--- src/rtl/rec_prearm_regs.sv ---
module rec_prearm_regs #(
  parameter int CTRL_W    = 8,
  parameter int LEN_BYTES = 4,
  parameter logic [CTRL_W-1:0] CTRL_RST = '0
) (
  input  logic                        clk,
  input  logic                        rst_n,
  input  logic                        wr_en,
  input  logic                        wr_len,
  input  logic [$clog2(LEN_BYTES)-1:0] wr_byte,
  input  logic [7:0]                  wr_data,
  input  logic                        busy,
  input  logic                        eor,
  output logic [CTRL_W-1:0]           ctrl_active,
  output logic [8*LEN_BYTES-1:0]      count,
  output logic                        count_zero
);
  localparam int LEN_W  = 8 * LEN_BYTES;
  localparam int BSEL_W = $clog2(LEN_BYTES);
  localparam logic [BSEL_W-1:0] TOP = BSEL_W'(LEN_BYTES - 1);

  logic [CTRL_W-1:0] ctrl_shadow;
  logic [LEN_W-1:0]  stage, stage_nxt;
  logic              pend;

  wire ctrl_wr = wr_en & ~wr_len;
  wire top_wr  = wr_en & wr_len & (wr_byte == TOP);
  wire low_wr  = wr_en & wr_len & (wr_byte != TOP);
  wire [CTRL_W-1:0] ctrl_wd = wr_data[CTRL_W-1:0];

  always_comb begin
    stage_nxt = stage;
    for (int b = 0; b < LEN_BYTES; b++)
      if (wr_en && wr_len && wr_byte == BSEL_W'(b))
        stage_nxt[8*b +: 8] = wr_data;
  end

  always_ff @(posedge clk) begin
    if (!rst_n) begin
      ctrl_shadow <= CTRL_RST;
      ctrl_active <= CTRL_RST;
      stage       <= '0;
      count       <= '0;
      pend        <= 1'b0;
      count_zero  <= 1'b0;
    end else begin
      stage      <= stage_nxt;
      count_zero <= 1'b0;
      if (ctrl_wr) ctrl_shadow <= ctrl_wd;
      if (ctrl_wr && (!busy || eor)) ctrl_active <= ctrl_wd;
      else if (eor)                  ctrl_active <= ctrl_shadow;
      if (top_wr) begin
        count <= stage_nxt;
        pend  <= 1'b0;
      end else if (eor) begin
        pend <= 1'b0;
        if (pend || low_wr) count <= stage_nxt;
        else if (count != '0) begin
          count      <= count - LEN_W'(1);
          count_zero <= (count == LEN_W'(1));
        end
      end else if (low_wr) begin
        pend <= 1'b1;
      end
    end
  end

  AST_IDLE_CTRL: assert property (@(posedge clk) disable iff (!rst_n)
    ctrl_wr && !busy |=> ctrl_active == $past(ctrl_wd));
  AST_BUSY_HOLD: assert property (@(posedge clk) disable iff (!rst_n)
    busy && !eor |=> $stable(ctrl_active));
  AST_LOW_HOLD: assert property (@(posedge clk) disable iff (!rst_n)
    low_wr && !eor |=> $stable(count));
  AST_TOP_LOAD: assert property (@(posedge clk) disable iff (!rst_n)
    top_wr |=> count[LEN_W-1 -: 8] == $past(wr_data));
  AST_ZERO_VAL: assert property (@(posedge clk) disable iff (!rst_n)
    count_zero |-> count == '0);
  AST_ZERO_PULSE: assert property (@(posedge clk) disable iff (!rst_n)
    count_zero |=> !count_zero);
  AST_TOP_NO_ZERO: assert property (@(posedge clk) disable iff (!rst_n)
    top_wr |=> !count_zero);
endmodule

--- config.mk ---
export PLATFORM = sky130hd
export DESIGN_NAME = rec_prearm_regs
export DESIGN_NICKNAME = d
export VERILOG_FILES = /design/src/rtl/rec_prearm_regs.sv
export SDC_FILE = /design/constraint.sdc
export NUM_CORES = 1
export LEC_CHECK = 0
export BUFFER_PORTS_ARGS = -buffer_cell sky130_fd_sc_hd__buf_2
export CAP_MARGIN = 20
export CORE_UTILIZATION = 35
export CTS_CLUSTER_DIAMETER = 60
export DETAILED_ROUTE_END_ITERATION = 12
export PLACE_DENSITY_LB_ADDON = 0.2
export SETUP_SLACK_MARGIN = 0.15
export SYNTH_ARGS = -nofsm -noshare
export SYNTH_HDL_FRONTEND = slang
export SYNTH_SLANG_ARGS = --single-unit
--- constraint.sdc ---
create_clock -name clk -period 7.8 [get_ports clk]
set_input_delay 0.39 -clock clk [delete_from_list [all_inputs] [get_ports clk]]
set_output_delay 0.39 -clock clk [all_outputs]
set_load 0.01 [all_outputs]
* Word-level counts from Yosys, hierarchy flattened
Index checks and enable logic that the tools add are counted.
** Word-level totals
- Flip-flop bits (word level) :: 82
- Bits in latches :: 0
- Bits in writable memories :: 0
- Bits of input ports :: 16
- Memory bits (read-only) :: 0
- Memories :: 0
- Output and inout bits :: 41
** Operators by class
- Add/subtract/negate cells :: 1
- Multiplexer cells :: 10
- Order comparisons :: 0
- Reductions and logical operators :: 17
- Equality and inequality tests :: 5
- Multiply operators :: 0
- Bitwise gates (word level) :: 8
- Shifts and indexed selects :: 0
- Divide/modulo/power cells :: 0
** Operators by type and width (number)
- $mux 32 :: 4
- $mux 8 :: 6
- $eq 32x1->1 const B :: 1
- $reduce_bool 32->1 :: 1
- $sub 32x1->32 const B :: 1
- $logic_and 1x1->1 :: 6
- $reduce_or 5->1 :: 1
- $and 1x1->1 :: 4
- $eq 2x2->1 const B :: 2
- $not 1->1 :: 4
- $reduce_bool 2->1 :: 2
- $reduce_bool 3->1 :: 1
- $reduce_or 3->1 :: 1
- $eq 2x1->1 const B :: 1
- $logic_not 2->1 :: 1
- $logic_or 1x1->1 :: 2
- $ne 2x2->1 const B :: 1
- $reduce_and 2->1 :: 1
- $logic_not 1->1 :: 1

* Depth between registers and ports, before layout
Gate-level depths: netlist of the first run.
- Depth in word-level cells :: 6
- Depth in mapped cells :: 10
- Gate-level depth less buffers :: 8

* Least setup slack after synthesis of the first run
No wires, ideal clock.
- Kind :: reg-to-reg
- From :: reg count[0]
- To :: reg count[0]
- Slack :: 5.219 ns
- Buffers on the path :: 2
- Setup time :: 0.119 ns
- Data required time :: 7.681 ns
- Clock period less this slack :: 2.581 ns
- Arrival time :: 2.462 ns
- Cell stages (with the launch flop) :: 10
- Cells stage by stage :: dfxtp_1 -> inv_1 -> ha_1 -> or3b_4 -> or4_1 -> buf_2 -> o32ai_4 -> buf_4 -> a21oi_1 -> o221a_1
** Between the ends
- Word-level cells in the longest chain between the ends :: 5
** Ends and longest elaborated chain
- start: declaration :: RTL line 15 : output logic [8*LEN_BYTES-1:0] count,
- start signal: assignment :: RTL line 53 : count <= stage_nxt;
- start signal: assignment :: RTL line 57 : if (pend || low_wr) count <= stage_nxt;
- start signal: assignment :: RTL line 59 : count <= count - LEN_W'(1);
- $sub 32x1->32 :: RTL line 59
- $mux 32 :: RTL line 58 : else if (count != '0) begin
- $mux 32 :: RTL line 57
- $mux 32 :: RTL line 55 : end else if (eor) begin
- $mux 32 :: RTL line 52 : if (top_wr) begin
Parallel ways exist; a longest one is shown, timed or not. The select of a mux whose other input is x is not followed.
A chain may end at the register's enable or synchronous reset.

* Final worst setup path of the first run
- From :: reg count[1]
- To :: reg count[17]
Same word-level chain as after synthesis.

==> results of run 1 <==
[critical path, delay by kind of cell (launching register included)]
family	cells	cell delay (ns)
AOI/OAI and AO/OA	2	1.07
adders and majority gates	1	0.23
buffers and inverters	1	0.09
DFF	1	0.35
and+or+nand+nor	3	1.26
[per-layer routing]
layer | track usage (%) | vias to the layer above | part of all wire, % | wire, microns
met5 | 0 | - | 0 | 0
met4 | 5.26 | 0 | 1.1 | 127
met3 | 4.35 | 13 | 5.6 | 671
met2 | 29.5 | 124 | 43 | 5100
met1 | 29.9 | 1799 | 50 | 6010
li1 | - | 1901 | - | -
[registers in the layout, indices dropped and copies added, names as in the netlist]
register	flops
count	32
stage	32
ctrl_active	8
ctrl_shadow	8
count_zero	1
pend	1
[path summary, 6_finish.rpt]
path                                 start             end  slack [ns]  cells past startpoint
worst max-delay path              count[1]       count[17]        4.68                      7
worst min-delay path            wr_data[4]  ctrl_shadow[4]        0.40                      3
worst max register to register    count[1]       count[17]        4.68                      7
worst min register to register   stage[30]       stage[30]        0.47                      2
[cells in the mapped netlist, types with 4 or more instances]
| cell type | n |
|---|---|
| nand2_1 | 70 |
| o221ai_1 | 8 |
| a21boi_1 | 8 |
| o211ai_1 | 6 |
| or4_1 | 6 |
| nor4_1 | 13 |
| nor2b_1 | 24 |
| mux2i_1 | 22 |
| nand4_1 | 7 |
| xnor2_1 | 4 |
| dfxtp_1 | 82 |
| o21ai_1 | 4 |
| clkbuf_1 | 27 |
| nor3_1 | 17 |
| a21oi_1 | 16 |
| and2_1 | 7 |
| nand3_1 | 19 |
| a31oi_1 | 14 |
| nor2_1 | 44 |
| a21boi_0 | 16 |
| o21ai_0 | 43 |
[cells by family after synthesis]
logic type	Yosys count
compound gates	132
simple gates	222
xor+xnor	6
buf+inv	38
flops	82
mux	24
fa+ha+maj	2
[power groups by stage]
stage          clock network, mW  registers [mW]  logic, mW
2_1_floorplan                  0           0.499      0.222
5_1_grt                    0.487           0.495      0.366
3_3_place_gp                   0           0.497      0.325
6_report                   0.461           0.490      0.327
3_5_place_dp                   0           0.498      0.325
4_1_cts                    0.465           0.489      0.327
[layout make-up]
| type | instances | area [sq um] |
|---|---|---|
| well taps | 143 | 179 |
| flip-flops and latches | 82 | 1640 |
| multi-input cells | 386 | 2290 |
| clock buffers | 9 | 225 |
| repair buffers | 62 | 325 |
| fillers | 1203 | 6650 |
| clock inverters | 6 | 91.3 |
| inverters | 3 | 11.3 |
[metrics by stage]
step	worst slack, ns	power [mW]	utilization [%]
6_report	4.68	1.28	41.7
5_1_grt	4.48	1.35	41.7
4_1_cts	4.67	1.28	41.7
3_5_place_dp	4.69	0.823	39.0
3_3_place_gp	4.78	0.822	39.0
2_1_floorplan	5.22	0.722	-
==> results_dict.tcl, run 1 <==
set metrics [dict create \
    cts.repair.resized 0 \
    switching_share_pct 33.1 \
    clock_power_share_pct 36.1 \
    netlist_area_sq_um 4090 \
    pin_count 57 \
    seqPwrFrac_pct 38.3 \
    wl_per_cell_microns 17.2 \
    drc 0 \
    synth-xor-area-share_pct 1.28 \
    diodes 0 \
    clock_latency_ns 0.33 \
    critical_path.max_stage_delay_ns 0.80 \
    synth_compound_area_share_pct 21.4 \
    placed_cells 676 \
    synth_edf_count 0 \
    status "complete, no violations" \
    fin_crit_ns 3.12 \
    drt_first_pass_iters 5 \
    setup_tns_ns 0 \
    port_buffers 56 \
    core_area_sq_um 11400 \
    place_hpwl_microns 8060 \
    initial_core_util_pct 35.9 \
    drv_slew 0 \
    crit_chain "inv_1, ha_1, or3b_4, or4_1, o32ai_4, nor3_1, o221a_1" \
    ys_warn_count 0 \
    grt_pass1_vias 3327 \
    fin_area_sq_um 4760 \
    worstPathMaxFanout 22 \
    synthesis.nets 524 \
    yosys.area_share.adder_pct 0.611 \
    mostFrequentLayoutCell "dfxtp_1" \
    power.switching_mw 0.423 \
    synthDominantCellAreaShare_pct 40.1 \
    clock-root-buffer "clkbuf_16" \
    wirelength_microns 11900 \
    synth_mux_area_share_pct 5.93 \
    crit_type "flop to flop" \
    grt_max_degree 93 \
    max_freq_ghz 0.320 \
    crit_required_ns 8.03 \
    drt_iter0_drc 263 \
    die_y_microns 110 \
    ys_seq_area_share_pct 40.1 \
    post_cts_buffers 0 \
    worstMarginPinSlew_ns 0.831 \
    async_reset_ff_share_pct 0 \
    dr_total_vias 3837 \
    die-area_sq_um 12100 \
    synth.area.top_cells "dfxtp_1, nand2_1, mux2i_1" \
    finalNetCount 562 \
    finClkSkew_ns 0.00652 \
    ant_nets 0 \
    die_w_microns 110 \
    cts_made_buffers 9 \
    setup_viol 0 \
    fin_hold_ws_ns 0.399 \
    gp_congestion 0.799 \
    detailed_place.area_sq_um 4450 \
    clock_path_buffers 2 \
    slowest_stage "o32ai_4" \
    area_growth_pct 16.4 \
    synth_top_flop_cell "dfxtp_1" \
    startpoint_type "flop" \
    leakagePower_nw 1.93 \
    synth_area_leader_cell "dfxtp_1" \
    synthDistinctLibCells 50 \
    grt_pass1_wl_microns 18500 \
    p_comb_share_pct 25.6 \
    endpoint_kind "flop" \
    rows 39 \
    antenna_found_initial 0 \
    numClockSinks 82 \
    avgSynthCellArea_sq_um 8.09 \
    drive_above_1_share_pct 15.9 \
    p_per_area_nw_per_um2 268 \
    postCtsHoldBufs 0 \
    arrival_ns 3.35 \
    grt_util_all_layers_pct 20.2 \
    ir_drop_uv 140 \
    viasPerCell 5.55 \
    min_path_type "input port to flop" \
    period_share_pct 40.0 \
    rsz0062_at_grt "false" \
    internal_power_mw 0.855 \
    mostFrequentLayoutCells "dfxtp_1, nand2_1, buf_2" \
    hold_viol 0 \
    maxCapViolCount 0 \
    grt-ovfl-total 0 \
    cts_tree "yes" \
    htree_levels 3 \
    synth-simple-area-share_pct 26.7 \
    synth-seq-cells 82 \
    synth_top_family_by_area "simple AND/OR/NAND/NOR gates" \
    syn_inst 506 \
    max_slew_margin_pct 44.6 \
    stdcell_count 691 \
    clkTransAtPathRegs_ns 0.07 \
]
No activity file was read; power rests on OpenSTA's default activity.
==> run 2, diff against run 1 <==
Settings changed: ABC_AREA from default to 1.
Clock period 7.8 ns to 3.1 ns, I/O delays scaled along.
==> run 2 against run 1 <==
Synthesized cell count grew 34%. Maximum frequency rose by 39%. Die area rose by 8.1%. Sequential power up 140%. First-iteration DRC count increased by 29%. Count of clock-buffer cells in the layout rose by 1. Power is 130% higher. Area after synthesis up 8.3%. Register-to-register slack worse by 3.8 ns. Hold slack worse by 0.25 ns. Clock power grew 130%. Core utilization is 0.18 points higher.
==> results_dict.tcl, run 2 <==
set metrics [dict create \
    status "complete, no violations" \
    startpoint_type "flop" \
    placed_cells 880 \
    r2r_cells 9 \
    hold_viol 0 \
    arrival_ns 2.51 \
    avgSynthCellArea_sq_um 6.52 \
    netlist_area_sq_um 4430 \
    crit_type "flop to flop" \
    seqPwrFrac_pct 40.2 \
    post_cts_buffers 0 \
    hold_path_depth 3 \
    fillers 1330 \
    p_per_area_nw_per_um2 577 \
    max_freq_ghz 0.446 \
    min_path_type "input port to flop" \
    stdcell_count 896 \
    hp-start "wr_data[7]" \
    clock_latency_ns 0.35 \
    drc 0 \
    ys_seq_area_share_pct 37.0 \
    core_area_sq_um 12200 \
    synth_top_cells_by_count "nand2_1, nor2_1, dfxtp_1" \
    antenna_found_initial 0 \
    met3_usage_pct 2.65 \
    clock_path_buffers 2 \
    synthesis.nets 698 \
    finClkSkew_ns 0.00636 \
    rr_endpoint "count[7]" \
    synthDominantCellAreaShare_pct 37.0 \
    synth.most_common_cell "nand2_1" \
    finalNetCount 741 \
    cts_made_buffers 9 \
    ir_drop_uv 213 \
    drt_first_pass_iters 5 \
    rsz0062_at_grt "false" \
    die-area_sq_um 13100 \
    regArea_sq_um 1640 \
    p_comb_share_pct 23.2 \
    drt_iter0_drc 340 \
    clock_power_share_pct 36.6 \
    die_y_microns 115 \
    async_reset_ff_share_pct 0 \
    internal_power_mw 1.92 \
    r2r-start "count[0]" \
    synth-seq-cells 82 \
    fin_area_sq_um 5100 \
    synth_top_flop_cell "dfxtp_1" \
    syn_inst 680 \
    synth.area.top_cells "dfxtp_1, nand2_1, nor2_1" \
    grt_max_degree 55 \
    reg2reg_slack_ns 0.86 \
    grt_pass1_vias 4233 \
    period_share_pct 72.3 \
    pin_count 57 \
    drive_above_1_share_pct 15.5 \
    synth_edf_count 0 \
    final_util_pct 41.9 \
    setup_viol 0 \
    crit_required_ns 3.37 \
    grt_util_all_layers_pct 21.6 \
    detailed_place.area_sq_um 4800 \
    power.switching_mw 1.02 \
    place_hpwl_microns 9620 \
    grt_pass1_wl_microns 21500 \
    viasPerCell 5.04 \
    drv_slew 0 \
    multiInputGateArea_sq_um 2390 \
    area_growth_pct 15.0 \
    wirelength_microns 13400 \
    setup_tns_ns 0 \
    use_met2_pct 34.9 \
    ant_nets 0 \
    grt_busiest_layer "met2" \
    clkTransAtPathRegs_ns 0.07 \
    gp_congestion 0.877 \
    cts_tree "yes" \
    endpoint_kind "flop" \
    synthDistinctLibCells 32 \
    worstPathMaxFanout 31 \
    min_to "stage[31]" \
    dr_total_vias 4514 \
    synth_area_leader_cell "dfxtp_1" \
    die_w_microns 115 \
    postCtsHoldBufs 0 \
    numClockSinks 82 \
    grt-ovfl-total 0 \
    port_buffers 56 \
    rows 40 \
    reg_top3 "count x32, stage x32" \
    grt_util_met1_pct 27.6 \
    diodes 0 \
    wl_per_cell_microns 14.9 \
    mostFrequentLayoutCells "nand2_1, nor2_1, dfxtp_1" \
    ys_warn_count 0 \
    max_slew_margin_pct 33.0 \
    clock-root-buffer "clkbuf_16" \
    htree_levels 3 \
    mostFrequentLayoutCell "nand2_1" \
    initial_core_util_pct 36.5 \
    switching_share_pct 34.7 \
    leakagePower_nw 2.37 \
    fin_crit_ns 2.24 \
    cts.repair.resized 0 \
    worstMarginPinSlew_ns 1.00 \
    maxCapViolCount 0 \
]
[run 2: cell types whose count changed after synthesis, moves of 14 or more]
cell      previous run  this run
nor2_1              44       112
a31oi_1             14         0
nor2b_1             24         0
inv_1                3        65
nand3_1             19        40
mux2i_1             22         3
a21boi_0            16         0
nand2_1             70       161
a21oi_1             16        57
[run 2: layout make-up]
type                       count  share of cell area [%]
clock buffer                  10                    4.69
clock inverter                 6                    1.06
inverter                      67                    4.93
multi-input combinational    503                    46.9
sequential                    82                    32.2
tap                          168                    4.12
timing repair buffer          60                    6.09
[run 2: cell families (layout without fill, tap and decap cells)]
logic type | count (synthesis) | in the layout | synth area share [%]
AO/OA/AOI/OAI | 147 | 147 | 18.6
adder cells (fa/ha/maj) | 2 | 2 | 0.564
buffers and inverters | 95 | 143 | 9.06
flip-flops | 82 | 82 | 37.0
multiplexers | 3 | 3 | 0.677
AND/OR/NAND/NOR | 351 | 351 | 34.0
[run 2: power by group through the flow]
| stage | Clock [mW] | Sequential, mW | Combinational, mW |
|---|---|---|---|
| floorplan | 0 | 1.21 | 0.474 |
| global placement | 0 | 1.20 | 0.670 |
| detailed placement | 0 | 1.20 | 0.676 |
| CTS | 1.10 | 1.18 | 0.679 |
| global route | 1.13 | 1.19 | 0.773 |
| finish | 1.08 | 1.18 | 0.681 |
[run 2: worst max-delay path by stage]
stage | to | from | slack (ns)
2_1_floorplan | count[4] | count[1] | 1.41
3_3_place_gp | count[10] | count[0] | 0.96
3_5_place_dp | count[7] | count[0] | 0.89
4_1_cts | count[7] | count[0] | 0.87
5_1_grt | count[9] | count[0] | 0.67
6_report | count[7] | count[0] | 0.86
[run 2: per-layer routing]
layer,up-vias,wire [microns]
met3,26,441
li1,2287,-
met4,0,504
met5,-,0
met1,2119,6260
met2,82,6180
[run 2: worst max-delay path: stages (launching register included)]
cell     delay [ns]
dfxtp_1        0.39
inv_1          0.09
ha_1           0.27
nand2_4        0.14
nor2_8         0.06
nand2_4        0.13
nor2_8         0.06
a21oi_4        0.62
o21ai_0        0.19
a21oi_1        0.19
[run 2: metrics by stage]
step	setup slack [ns]	hold WS, ns	total power [mW]
final	0.859	0.145	2.94
after detailed placement	0.893	0.468	1.88
after CTS	0.866	0.142	2.96
after global routing	0.672	0.161	3.10
after global placement	0.963	0.453	1.87
after floorplan	1.41	0.296	1.68
==> run 3, diff against run 2 <==
Settings changed: ABC_AREA 1 to 0.
Clock period 3.1 ns to 2 ns, I/O delays scaled along.
==> run 3 against run 2 <==
The flow now finishes with violations (negative setup slack). Non-clock buffer count rose by 69. Clock power rose by 56%. Hold slack got worse by 0.056 ns. Critical endpoint is now count[17]. Wire length up 1.4%. Sequential share of layout area down 2.6 points. First-iteration DRC count rose by 6.8%. Sequential cell count unchanged. Register-to-register slack worse by 1.2 ns. Sequential power grew 55%.
==> results_dict.tcl, run 3 (synthesis gave the netlist of run 1 again) <==
set metrics [dict create \
    status "complete, but fails checks" \
    violations "negative setup slack" \
    setup_viol 32 \
    antenna_found_initial 0 \
    grt_max_degree 92 \
    cpLargestDelayFamily "simple AND/OR/NAND/NOR gates" \
    drt_first_pass_iters 5 \
    switching_share_pct 34.7 \
    r2r_cells 6 \
    clock_power_share_pct 29.8 \
    p_comb_share_pct 37.8 \
    grt_pass1_wl_microns 21200 \
    crit_buf_inv 1 \
    crit_required_ns 2.22 \
    cts_made_buffers 9 \
    die_w_microns 110 \
    fin_hold_ws_ns 0.0888 \
    cpMostUsedCell "or4_4" \
    max_slew_margin_pct 56.4 \
    worstMarginPinSlew_ns 0.651 \
    mostFrequentLayoutCells "dfxtp_1, nand2_1, buf_4" \
    crit_chain "or4_4, or4_4, o32ai_4, buf_12, nor3_1, o221a_1" \
    p_per_area_nw_per_um2 1010 \
    drc 0 \
    port_buffers 56 \
    placed_cells 732 \
    drv_slew 0 \
    wl_per_cell_microns 17.7 \
    min_to "ctrl_shadow[1]" \
    cts_tree "yes" \
    fillers 1129 \
    viasPerCell 5.56 \
    regArea_sq_um 1650 \
    startpoint_type "flop" \
    numClockSinks 82 \
    power.switching_mw 1.96 \
    ant_nets 0 \
    maxCapViolCount 0 \
    hold_path_depth 3 \
    pin_count 57 \
    rows 39 \
    drive_above_1_share_pct 30.1 \
    wirelength_microns 13600 \
    detailed_place.area_sq_um 4920 \
    dr_total_vias 4252 \
    grt_util_all_layers_pct 23.0 \
    endpoint_kind "flop" \
    fin_area_sq_um 5570 \
    rsz0062_at_grt "true" \
    initial_core_util_pct 35.9 \
    slowest_stage "or4_4" \
    stdcell_count 765 \
    htree_levels 3 \
    ir_drop_uv 574 \
    die_y_microns 110 \
    rr_endpoint "count[17]" \
    core_area_sq_um 11400 \
    drt_iter0_drc 363 \
    max_freq_ghz 0.420 \
    reg2reg_slack_ns -0.38 \
    min_path_type "input port to flop" \
    clkTransAtPathRegs_ns 0.06 \
    finalNetCount 636 \
    leakagePower_nw 2.34 \
    clock-root-buffer "clkbuf_16" \
    fin_crit_ns 2.38 \
    grt_pass1_vias 3900 \
    reg_top3 "count x32, stage x32" \
    multiInputGateArea_sq_um 2540 \
    place_ws_ns -0.391 \
    r2r-start "count[11]" \
    worstPathMaxFanout 16 \
    arrival_ns 2.60 \
    gp_congestion 0.808 \
    critical_path.max_stage_delay_ns 0.59 \
    clock_latency_ns 0.34 \
    diodes 0 \
    place_hpwl_microns 8740 \
    area_growth_pct 36.0 \
    grt-ovfl-total 0 \
    mostFrequentLayoutCell "dfxtp_1" \
    internal_power_mw 3.68 \
    hp-start "wr_data[1]" \
    finalWorstSetupSlack_ns -0.379 \
    hold_viol 0 \
    finClkSkew_ns 0.00627 \
    die-area_sq_um 12100 \
    period_share_pct 119 \
    clock_path_buffers 2 \
    seqPwrFrac_pct 32.4 \
    crit_type "flop to flop" \
]
==> run 3: cell types whose count changed in the layout (fill, tap and decap cells not counted), sizes merged, moves of 11 or more <==
| cell | previous run | this run |
|---|---|---|
| a21boi | 0 | 24 |
| o21ai | 60 | 48 |
| inv | 71 | 3 |
| nor2 | 124 | 44 |
| buf | 60 | 129 |
| mux2i | 3 | 22 |
| nor2b | 0 | 24 |
| a21oi | 68 | 16 |
| nand3 | 40 | 19 |
| a31oi | 0 | 14 |
| nor4 | 2 | 13 |
| nor3 | 6 | 18 |
| nand2 | 167 | 70 |
==> run 3: how the worst max path moves through the flow <==
stage	start	slack (ns)	end	cells after the start
global route	count[11]	-0.42	count[17]	6
finish	count[11]	-0.38	count[17]	6
CTS	count[11]	-0.34	count[27]	6
detailed placement	count[11]	-0.39	count[25]	5
floorplan	count[9]	-0.32	count[0]	7
global placement	count[11]	-0.34	count[25]	5
==> run 3: worst register-to-register path: stages (launching register included) <==
cell and delay (ns):
dfxtp_2 0.32, or4_4 0.55, or4_4 0.59, o32ai_4 0.31, buf_12 0.18, nor3_1 0.06, o221a_1 0.25
==> run 3: what timing repair did <==
action,CTS,global route
setup buffers,8,3
gates cloned,7,0
hold buffers,0,0
gates resized for setup,28,17
pin swaps,9,10
endpoints found under the setup margin,33,32
==> run 3: routing by layer <==
layer / up-vias / share of wire [%] / global-route usage, %
met5: - / 0 / 0
met2: 135 / 47 / 35.8
met4: 0 / 1.2 / 7.14
met3: 14 / 5.1 / 3.35
li1: 2071 / - / -
met1: 2032 / 47 / 32.8
==> run 3: power by group through the flow <==
stage / Combinational (mW) / Sequential (mW) / Clock, mW
6_report: 2.13 / 1.83 / 1.68
5_1_grt: 2.31 / 1.84 / 1.78
4_1_cts: 2.03 / 1.83 / 1.69
3_5_place_dp: 1.72 / 1.86 / 0
3_3_place_gp: 1.70 / 1.86 / 0
2_1_floorplan: 0.902 / 1.95 / 0
==> run 3: layout make-up <==
type,count,area share [%]
flip-flops and latches,82,29.6
clock inverters,6,1.24
well taps,143,3.21
inverters,3,0.202
repair buffers,129,16.0
multi-input cells,393,45.7
clock buffers,9,4.05
==> run 3: stage by stage <==
| stage | utilization [%] | TNS [ns] | power [mW] |
|---|---|---|---|
| after floorplan | - | -8.82 | 2.85 |
| after global placement | 43.1 | -9.57 | 3.56 |
| after detailed placement | 43.1 | -10.28 | 3.58 |
| after CTS | 48.1 | -9.20 | 5.54 |
| after global routing | 48.8 | -11.50 | 5.93 |
| final | 48.8 | -9.72 | 5.64 |
